`src/rtl/pwm2_pkg.sv`:
```
package pwm2_pkg;

  // Resolved waveform mode, kept in the period shadow register.
  typedef enum logic [1:0] {
    MD_SINGLE = 2'd0,
    MD_COMPL  = 2'd1,
    MD_ALT    = 2'd2
  } drive_mode_e;

  localparam int unsigned MODE_W = 3;

endpackage

```
`src/rtl/pwm2_mode_sel.sv`:
```
module pwm2_mode_sel
  import pwm2_pkg::*;
(
  input  logic [MODE_W-1:0] mode_i,
  output drive_mode_e       mode_o
);

  // Lowest set bit wins; an empty field falls back to single-output drive.
  always_comb begin
    if (mode_i[0])      mode_o = MD_SINGLE;
    else if (mode_i[1]) mode_o = MD_COMPL;
    else if (mode_i[2]) mode_o = MD_ALT;
    else                mode_o = MD_SINGLE;
  end

  always_comb begin
    if (mode_i[1] && mode_i[2]) begin
      a_r2_low_bit_wins : assert (mode_o != MD_ALT);
    end
  end

endmodule

```
`src/rtl/pwm2_timebase.sv`:
```
module pwm2_timebase
  import pwm2_pkg::*;
#(
  parameter int unsigned CW = 8
) (
  input  logic          clk,
  input  logic          rst_n,
  input  logic          en_i,
  input  logic [CW-1:0] per_i,
  input  logic [CW-1:0] duty_i,
  input  drive_mode_e   mode_i,
  input  logic          inv_i,
  output logic          run_o,
  output logic          act_o,
  output logic          phase_o,
  output drive_mode_e   mode_o,
  output logic          inv_o
);

  localparam int unsigned XW = CW + 1;

  logic          run_q, run_d;
  logic [CW-1:0] cnt_q, cnt_d;
  logic [CW-1:0] per_q, duty_q;
  drive_mode_e   mode_q;
  logic          inv_q;
  logic          phase_q, phase_d;
  logic [XW-1:0] cnt_inc;
  logic          last, load;

  // Next-state logic
  always_comb begin
    cnt_inc = {1'b0, cnt_q} + {{CW{1'b0}}, 1'b1};
    last    = (cnt_inc >= {1'b0, per_q});
    load    = !en_i || !run_q || last;
    run_d   = en_i;

    if (load) cnt_d = '0;
    else      cnt_d = cnt_inc[CW-1:0];

    if (!en_i || !run_q)
      phase_d = 1'b0;
    else if (last)
      phase_d = (mode_q == MD_ALT && mode_i == MD_ALT) ? !phase_q : 1'b0;
    else
      phase_d = phase_q;
  end

  // Counter and run state
  always_ff @(posedge clk or negedge rst_n) begin
    if (!rst_n) begin
      run_q   <= 1'b0;
      cnt_q   <= '0;
      phase_q <= 1'b0;
    end else begin
      run_q   <= run_d;
      cnt_q   <= cnt_d;
      phase_q <= phase_d;
    end
  end

  // Shadow settings, loaded only at a period boundary or while idle
  always_ff @(posedge clk or negedge rst_n) begin
    if (!rst_n) begin
      per_q  <= '0;
      duty_q <= '0;
      mode_q <= MD_SINGLE;
      inv_q  <= 1'b0;
    end else if (load) begin
      per_q  <= per_i;
      duty_q <= duty_i;
      mode_q <= mode_i;
      inv_q  <= inv_i;
    end
  end

  assign run_o   = run_q;
  assign act_o   = run_q && (cnt_q < duty_q);
  assign phase_o = phase_q;
  assign mode_o  = mode_q;
  assign inv_o   = inv_q;

  a_r3_cnt_in_period : assert property (@(posedge clk) disable iff (!rst_n)
    run_q |-> (cnt_q == '0 || cnt_q < per_q));

  a_r9_idle_cnt_zero : assert property (@(posedge clk) disable iff (!rst_n)
    !en_i |=> (cnt_q == '0 && !run_q));

  a_r8_hold_mid_period : assert property (@(posedge clk) disable iff (!rst_n)
    (en_i && run_q && !last) |=> ($stable(per_q) && $stable(duty_q) &&
                                  $stable(mode_q) && $stable(inv_q)));

  a_r6_alt_toggles : assert property (@(posedge clk) disable iff (!rst_n)
    (en_i && run_q && last && mode_q == MD_ALT && mode_i == MD_ALT)
      |=> (phase_q != $past(phase_q)));

endmodule

```
`src/rtl/pwm2_shape.sv`:
```
module pwm2_shape
  import pwm2_pkg::*;
(
  input  logic        run_i,
  input  logic        act_i,
  input  logic        phase_i,
  input  drive_mode_e mode_i,
  input  logic        inv_i,
  output logic        hi_o,
  output logic        lo_o
);

  logic raw_hi, raw_lo;

  always_comb begin
    raw_hi = 1'b0;
    raw_lo = 1'b0;
    if (run_i) begin
      unique case (mode_i)
        MD_COMPL: begin
          raw_hi = act_i;
          raw_lo = !act_i;
        end
        MD_ALT: begin
          raw_hi = act_i && !phase_i;
          raw_lo = act_i && phase_i;
        end
        default: begin
          raw_hi = act_i;
          raw_lo = 1'b0;
        end
      endcase
    end
    hi_o = raw_hi ^ inv_i;
    lo_o = raw_lo ^ inv_i;
  end

endmodule

```
`src/rtl/pwm2_gen.sv`:
```
module pwm2_gen
  import pwm2_pkg::*;
#(
  parameter int unsigned CW = 8
) (
  input  logic          clk,
  input  logic          rst_n,
  input  logic          en_i,
  input  logic [CW-1:0] period_i,
  input  logic [CW-1:0] duty_i,
  input  logic [2:0]    mode_i,
  input  logic          inv_i,
  output logic          out_hi,
  output logic          out_lo
);

  drive_mode_e req_mode, cur_mode;
  logic        run, act, phase, inv;

  pwm2_mode_sel u_sel (
    .mode_i (mode_i),
    .mode_o (req_mode)
  );

  pwm2_timebase #(.CW(CW)) u_tb (
    .clk     (clk),
    .rst_n   (rst_n),
    .en_i    (en_i),
    .per_i   (period_i),
    .duty_i  (duty_i),
    .mode_i  (req_mode),
    .inv_i   (inv_i),
    .run_o   (run),
    .act_o   (act),
    .phase_o (phase),
    .mode_o  (cur_mode),
    .inv_o   (inv)
  );

  pwm2_shape u_shape (
    .run_i   (run),
    .act_i   (act),
    .phase_i (phase),
    .mode_i  (cur_mode),
    .inv_i   (inv),
    .hi_o    (out_hi),
    .lo_o    (out_lo)
  );

  a_r5_compl_opposite : assert property (@(posedge clk) disable iff (!rst_n)
    (run && cur_mode == MD_COMPL) |-> (out_hi != out_lo));

  a_r6_alt_one_side : assert property (@(posedge clk) disable iff (!rst_n)
    (run && cur_mode == MD_ALT) |-> !((out_hi ^ inv) && (out_lo ^ inv)));

  a_r4_single_lo_idle : assert property (@(posedge clk) disable iff (!rst_n)
    (cur_mode == MD_SINGLE) |-> (out_lo == inv));

  a_r9_idle_level : assert property (@(posedge clk) disable iff (!rst_n)
    !run |-> (out_hi == inv && out_lo == inv));

endmodule

```
`config.mk`:
```
export PLATFORM = sky130hd
export DESIGN_NAME = pwm2_gen
export DESIGN_NICKNAME = d
export VERILOG_FILES = /design/src/rtl/pwm2_pkg.sv /design/src/rtl/pwm2_mode_sel.sv /design/src/rtl/pwm2_timebase.sv /design/src/rtl/pwm2_shape.sv /design/src/rtl/pwm2_gen.sv
export SDC_FILE = /design/constraint.sdc
export NUM_CORES = 1
export LEC_CHECK = 0
export ABC_AREA = 1
export BUFFER_PORTS_ARGS = -buffer_cell sky130_fd_sc_hd__buf_2
export CORE_ASPECT_RATIO = 1.25
export CORE_MARGIN = 3
export CORE_UTILIZATION = 45
export DETAILED_ROUTE_END_ITERATION = 10
export PLACE_DENSITY_LB_ADDON = 0.2
export SLEW_MARGIN = 20
export SYNTH_ARGS = -nofsm -noshare
export SYNTH_HDL_FRONTEND = slang
export SYNTH_SLANG_ARGS = --single-unit
export TNS_END_PERCENT = 1
```
`constraint.sdc`:
```
create_clock -name clk -period 2.1 [get_ports clk]
set_input_delay 0 -clock clk [delete_from_list [all_inputs] [get_ports clk]]
set_output_delay 0 -clock clk [all_outputs]
set_load 0.01 [all_outputs]
```
==> results.json, run 1 <==
{
  "cts_tree": "built",
  "worst_slew_pin_slew_ns": 0.652,
  "die_h_um": 75.5,
  "critPathKind": "flip-flop to flip-flop",
  "overflow": 0,
  "die_w_um": 61.6,
  "pin_count": 25,
  "max_freq_mhz": 456,
  "setup_viol": 28,
  "synthCells": 218,
  "clk_path_buf_depth": 2,
  "period_needed_ns": 2.20,
  "p_total_mw": 1.29,
  "slew_violations": 0,
  "drt_wl_total_um": 3900,
  "worst_setup_path_start_kind": "flip-flop",
  "drv_cap": 0,
  "start_util": 0.482,
  "vias": 1509,
  "row_count": 24,
  "grt_pass1_wl_um": 6500,
  "end_kind": "flip-flop",
  "synth_area_mm2": 0.00174,
  "max_slew_margin": 0.565,
  "antenna_found_initial": 0,
  "grt_usage": 0.195,
  "fin_skew_ns": 0.00689,
  "placed_area_mm2": 0.00197,
  "cp.arrival_ns": 2.37,
  "route.detailed.drc": 0,
  "crit_fanout": 13,
  "dp_hpwl_um": 2510,
  "ant_nets": 0,
  "core_mm2": 0.00360,
  "layout_common_cells": "nand2_1 (61), inv_1 (34), dfrtp_1 (28), buf_2 (24), nand3_1 (21)",
  "ir_worst_vdd_mv": 0.400,
  "rsz0062_at_grt": "true",
  "worstPathRequired_ns": 2.28,
  "period_share": 1.05,
  "drt_iter0_markers": 65,
  "layout.nets": 319,
  "synth-seq-area-share": 0.418,
  "nFillCells": 303,
  "cpMaxStageDelayCell": "dfrtp_1",
  "dr.pass1.iters": 5,
  "clk_transition_reported_paths_ns": 0.07,
  "area_growth_pct": 36.1,
  "portBuffers": 24,
  "finalWeightedCongestion": 0.796,
  "grt_start_max_net_pins": 30,
  "root_buffer": "clkbuf_8",
  "hold_class": "primary input to flip-flop",
  "dieArea_mm2": 0.00465,
  "critPathMaxStageDelay_ns": 0.37,
  "worst_hold_slack_ns": 0.0336,
  "numCtsBuffers": 5,
  "r2r_slack_ns": -0.1,
  "layout_commonest_cell": "nand2_1",
  "antennaDiodeCount": 0,
  "crit_family": "simple AND/OR/NAND/NOR gates",
  "tns_ns": -2.00,
  "violations": "negative setup slack",
  "finalHoldViolCount": 0,
  "synth_warnings": 0,
  "synthesis.nets": 259,
  "synth_cell_type_count": 25,
  "crit_chain": "inv_1 > nor2_2 > nand3_2 > nand3b_1 > xor2_1 > inv_1 > ha_1 > nor3_4 > nand2_4 > buf_12 > nand2_1 > nand2_1",
  "crit_buf_inv": 3,
  "cts.sinks": 29,
  "grt_pass1_vias": 1457,
  "stdcell_area_mm2": 0.00236,
  "final_util": 0.656,
  "insertion_delay_ns": 0.29,
  "status": "finished, violations left",
  "ys_seq_elements": 29,
  "p_leak_nw": 1.32,
  "drt-vias-per-instance": 4.75,
  "drive_above_1_share": 0.244,
  "worst_slack_ns": -0.0951,
  "avgSynthCellArea_um2": 7.97,
  "drt-wirelength-per-cell_um": 12.3,
  "powerDensity_mw_per_mm2": 546,
  "cts.htree.levels": 2
}
## final timing paths
path | start | endpoint | cells after the start
max in group asynchronous | rst_n | u_tb.cnt_q[6] | 2
worst min-delay path | mode_i[1] | u_tb.mode_o[0] | 5
worst max-delay path | u_tb.cnt_q[0] | u_tb.duty_q[1] | 12
worst max register to register | u_tb.cnt_q[0] | u_tb.duty_q[1] | 12
worst min register to register | u_tb.duty_q[2] | u_tb.duty_q[2] | 2
min in group asynchronous | rst_n | u_tb.inv_o | 2
## power by group
group	internal, mW	switching (mW)	total (mW)
sequential	0.593	0.0211	0.614
combinational	0.111	0.116	0.226
clock	0.229	0.222	0.451
total	0.933	0.359	1.29
## state kept, by name, summed over array words and instances (netlist names)
| register | flops |
|---|---|
| u_tb.run_o | 1 |
| u_tb.inv_o | 1 |
| u_tb.per_q | 8 |
| u_tb.duty_q | 8 |
| u_tb.phase_o | 1 |
| u_tb.cnt_q | 8 |
| u_tb.mode_o | 2 |
## cell usage after synthesis
master / count / area, um^2
buf_2: 2 / 10.0
nor3_4: 1 / 16.3
buf_4: 2 / 15.0
xnor2_1: 2 / 17.5
o21ai_1: 1 / 5.00
inv_1: 34 / 128
buf_6: 2 / 22.5
and3_4: 1 / 11.3
ha_1: 18 / 225
nand3_1: 24 / 120
nand2_1: 66 / 248
xor2_1: 4 / 35.0
a21oi_1: 3 / 15.0
nand2_4: 1 / 11.3
nor3_1: 1 / 5.00
nor2_2: 1 / 6.26
nand3b_1: 1 / 7.51
inv_2: 1 / 3.75
nand4_1: 2 / 12.5
o211a_1: 1 / 10.0
o21ai_0: 1 / 5.00
dfrtp_1: 29 / 726
nand2_2: 1 / 6.26
nor2_1: 18 / 67.6
o211ai_1: 1 / 7.51
## cell type report
cell class,instances,area [um^2],area share
tap,39,48.8,0.0206
clock inverter,2,10.0,0.00424
inverter,35,131,0.0556
clock buffer,6,72.6,0.0307
timing repair buffer,59,464,0.196
sequential,29,727,0.308
multi-input combinational,148,910,0.385
## tightest hold or removal path, delay by kind of cell
kind	cells	cell delay, ns
buf+inv	2	0.16
simple gates	3	0.13
## metrics by stage
| stage | worst slack [ns] | instances |
|---|---|---|
| after floorplan | 0.0208 | 218 |
| after global placement | -0.0360 | 288 |
| after detailed placement | -0.0891 | 288 |
| after CTS | -0.0489 | 316 |
| after global routing | -0.219 | 318 |
| final | -0.0951 | 318 |
## kinds of logic after synthesis
logic type / count (synthesis) / share of synthesized area
AOI/OAI and AO/OA: 7 / 0.0245
xor gates and xnor gates: 6 / 0.0303
adders and majority gates: 18 / 0.130
buffers and inverters: 41 / 0.103
DFF: 29 / 0.418
and+or+nand+nor: 117 / 0.295
## timing repair
| action | CTS | global route |
|---|---|---|
| hold endpoints to repair | 49 | 0 |
| pin swaps | 2 | 3 |
| setup endpoints to repair | 28 | 29 |
| hold buffers | 20 | 0 |
| cloned | 0 | 0 |
| setup buffers | 0 | 2 |
| resized for setup | 12 | 10 |
## metal layers
| metal | global-route usage | routed length [um] | share of wire |
|---|---|---|---|
| met1 | 0.239 | 1710 | 0.44 |
| met2 | 0.319 | 1990 | 0.51 |
| met3 | 0.0542 | 118 | 0.030 |
| met4 | 0.0825 | 87 | 0.022 |
| met5 | 0 | 0 | 0 |
(Power assumes the default switching activity.)
==> run 2: changes to the inputs <==
Settings changed: SETUP_SLACK_MARGIN set to 0.05, SLEW_MARGIN 20 to unset.
==> run 2 against run 1 <==
The flow still finishes with violations (negative setup slack). Clock power barely moved. Sequential cell count did not move. Routed wire length rose by 6.6%. Sequential power barely moved. First-iteration DRC count fell by 11%. Via count rose by 5.6%. Final cell count rose by 1.6%. Maximum frequency rose by 0.54%. Sequential share of layout area fell by 1.7 points. Worst setup slack improved by 0.012 ns. Die area did not move. Critical path depth rose by 1.
==> results.json, run 2 (synthesized netlist as in run 1, its figures left out) <==
{
  "status": "finished, violations left",
  "violations": "negative setup slack",
  "worst_slew_pin_slew_ns": 0.645,
  "drt-wirelength-per-cell_um": 12.9,
  "dp_slack_ns": -0.159,
  "nFillCells": 308,
  "route.detailed.drc": 0,
  "fin_cells": 323,
  "vias": 1593,
  "antennaDiodeCount": 0,
  "p_leak_nw": 1.35,
  "tns_ns": -1.29,
  "hold_class": "primary input to flip-flop",
  "cts.sinks": 29,
  "worstReg2RegStart": "u_tb.cnt_q[1]",
  "rsz0062_at_grt": "true",
  "seq_area_um2": 727,
  "clk_transition_reported_paths_ns": 0.06,
  "reg_top3": "u_tb.cnt_q (8), u_tb.duty_q (8), u_tb.per_q (8)",
  "multi_input_area_mm2": 0.00103,
  "final_util": 0.695,
  "critPathKind": "flip-flop to flip-flop",
  "cts.htree.levels": 2,
  "worst_setup_path_start_kind": "flip-flop",
  "max_slew_margin": 0.570,
  "period_share": 1.04,
  "holdCritStartpoint": "mode_i[1]",
  "p_total_mw": 1.31,
  "cts_tree": "built",
  "drt_iter0_markers": 58,
  "grt_usage": 0.200,
  "powerDensity_mw_per_mm2": 522,
  "numCtsBuffers": 5,
  "layout_commonest_cell": "nand2_1",
  "worst_slack_ns": -0.0834,
  "r2r_slack_ns": -0.08,
  "root_buffer": "clkbuf_8",
  "drive_above_1_share": 0.285,
  "clk_path_buf_depth": 2,
  "die_h_um": 75.5,
  "fin_skew_ns": 0.00507,
  "end_kind": "flip-flop",
  "antenna_found_initial": 0,
  "area_growth_pct": 44.2,
  "crit_buf_inv": 2,
  "portBuffers": 24,
  "finalHoldViolCount": 0,
  "drv_cap": 0,
  "overflow": 0,
  "dp_cells": 290,
  "max_freq_mhz": 458,
  "dieArea_mm2": 0.00465,
  "die_w_um": 61.6,
  "dp_hpwl_um": 2690,
  "finalWeightedCongestion": 0.882,
  "setup_viol": 21,
  "insertion_delay_ns": 0.28,
  "cpMaxStageDelayCell": "dfrtp_1",
  "rr_worst_depth": 13,
  "hold_depth": 5,
  "crit_family": "simple AND/OR/NAND/NOR gates",
  "ant_nets": 0,
  "core_mm2": 0.00360,
  "layout_common_cells": "nand2_1 (63), inv_1 (34), dfrtp_1 (28), buf_2 (24), dlygate4sd3_1 (20)",
  "layout.nets": 325,
  "timing.rr.end": "u_tb.duty_q[7]",
  "slew_violations": 0,
  "grt_pass1_wl_um": 6740,
  "start_util": 0.482,
  "crit_fanout": 8,
  "drt_wl_total_um": 4160,
  "period_needed_ns": 2.18,
  "row_count": 24,
  "pin_count": 25,
  "dr.pass1.iters": 4,
  "grt_start_max_net_pins": 30,
  "cp.arrival_ns": 2.36,
  "drt-vias-per-instance": 4.93,
  "grt_pass1_vias": 1534,
  "worstPathRequired_ns": 2.27,
  "critPathMaxStageDelay_ns": 0.37,
  "worstHoldEndpoint": "u_tb.mode_o[0]",
  "ir_worst_vdd_mv": 0.381,
  "crit_chain": "ha_2 > and3_4 > nand3_4 > xor2_2 > inv_1 > ha_4 > o211a_1 > nand2_2 > nand2_4 > nand2_8 > buf_8 > nand3_1 > nand2_1"
}
## run 2: changes by cell type in the layout (fill, tap and decap cells not counted), sizes merged
cell / delta
buf: +5
nand2: +1
clkinv: -2
clkbuf: +1
## run 2: cell type report
cell class / count / share of cell area
Inverter: 35 / 0.0524
Sequential cell: 29 / 0.290
Multi-Input combinational cell: 149 / 0.410
Tap cell: 39 / 0.0195
Clock buffer: 7 / 0.0345
Timing Repair Buffer: 64 / 0.194
## run 2: per-layer routing
metal  global-route usage  wire length (um)
met2                0.355              2280
met4               0.0660                89
met3               0.0559               165
met1                0.229              1630
met5                    0                 0
## run 2: timing repair
action                                  4_1_cts  5_1_grt
setup buffers                                 5        0
endpoints found under the setup margin       28       29
gates resized for setup                      16       18
pin swaps                                    19        7
gates cloned                                  1        0
hold buffers                                 20        0
hold endpoints to repair                     49        0
## run 2: where the power goes
part           total (mW)  internal [mW]  switching (mW)  leakage (nW)
sequential          0.616          0.593          0.0229         0.364
combinational       0.241          0.114           0.126         0.946
clock               0.451          0.259           0.192        0.0443
## run 2: per-stage QoR
stage	area, um^2	hold slack, ns
floorplan	1740	-0.296
global placement	1980	0.0653
detailed placement	1980	0.0680
CTS	2400	0.0349
global route	2500	0.0524
finish	2500	0.0424
## run 2: how the worst max path moves through the flow
stage,start,endpoint,slack (ns),cells after the start
after floorplan,u_tb.cnt_q[0],u_tb.duty_q[0],0.04,14
after global placement,u_tb.cnt_q[1],u_tb.duty_q[3],-0.14,14
after detailed placement,u_tb.cnt_q[1],u_tb.duty_q[3],-0.16,13
after CTS,u_tb.cnt_q[0],u_tb.duty_q[7],-0.08,13
after global routing,u_tb.cnt_q[0],u_tb.duty_q[6],-0.23,13
final,u_tb.cnt_q[1],u_tb.duty_q[7],-0.08,13
## run 2: worst register-to-register path, stage by stage (launching register included)
cell     delay, ns
dfrtp_1       0.37
ha_2          0.19
and3_4        0.23
nand3_4       0.09
xor2_2        0.17
inv_1         0.08
ha_4          0.27
o211a_1       0.14
nand2_2       0.06
nand2_4       0.09
nand2_8       0.09
buf_8         0.16
nand3_1       0.08
nand2_1       0.05
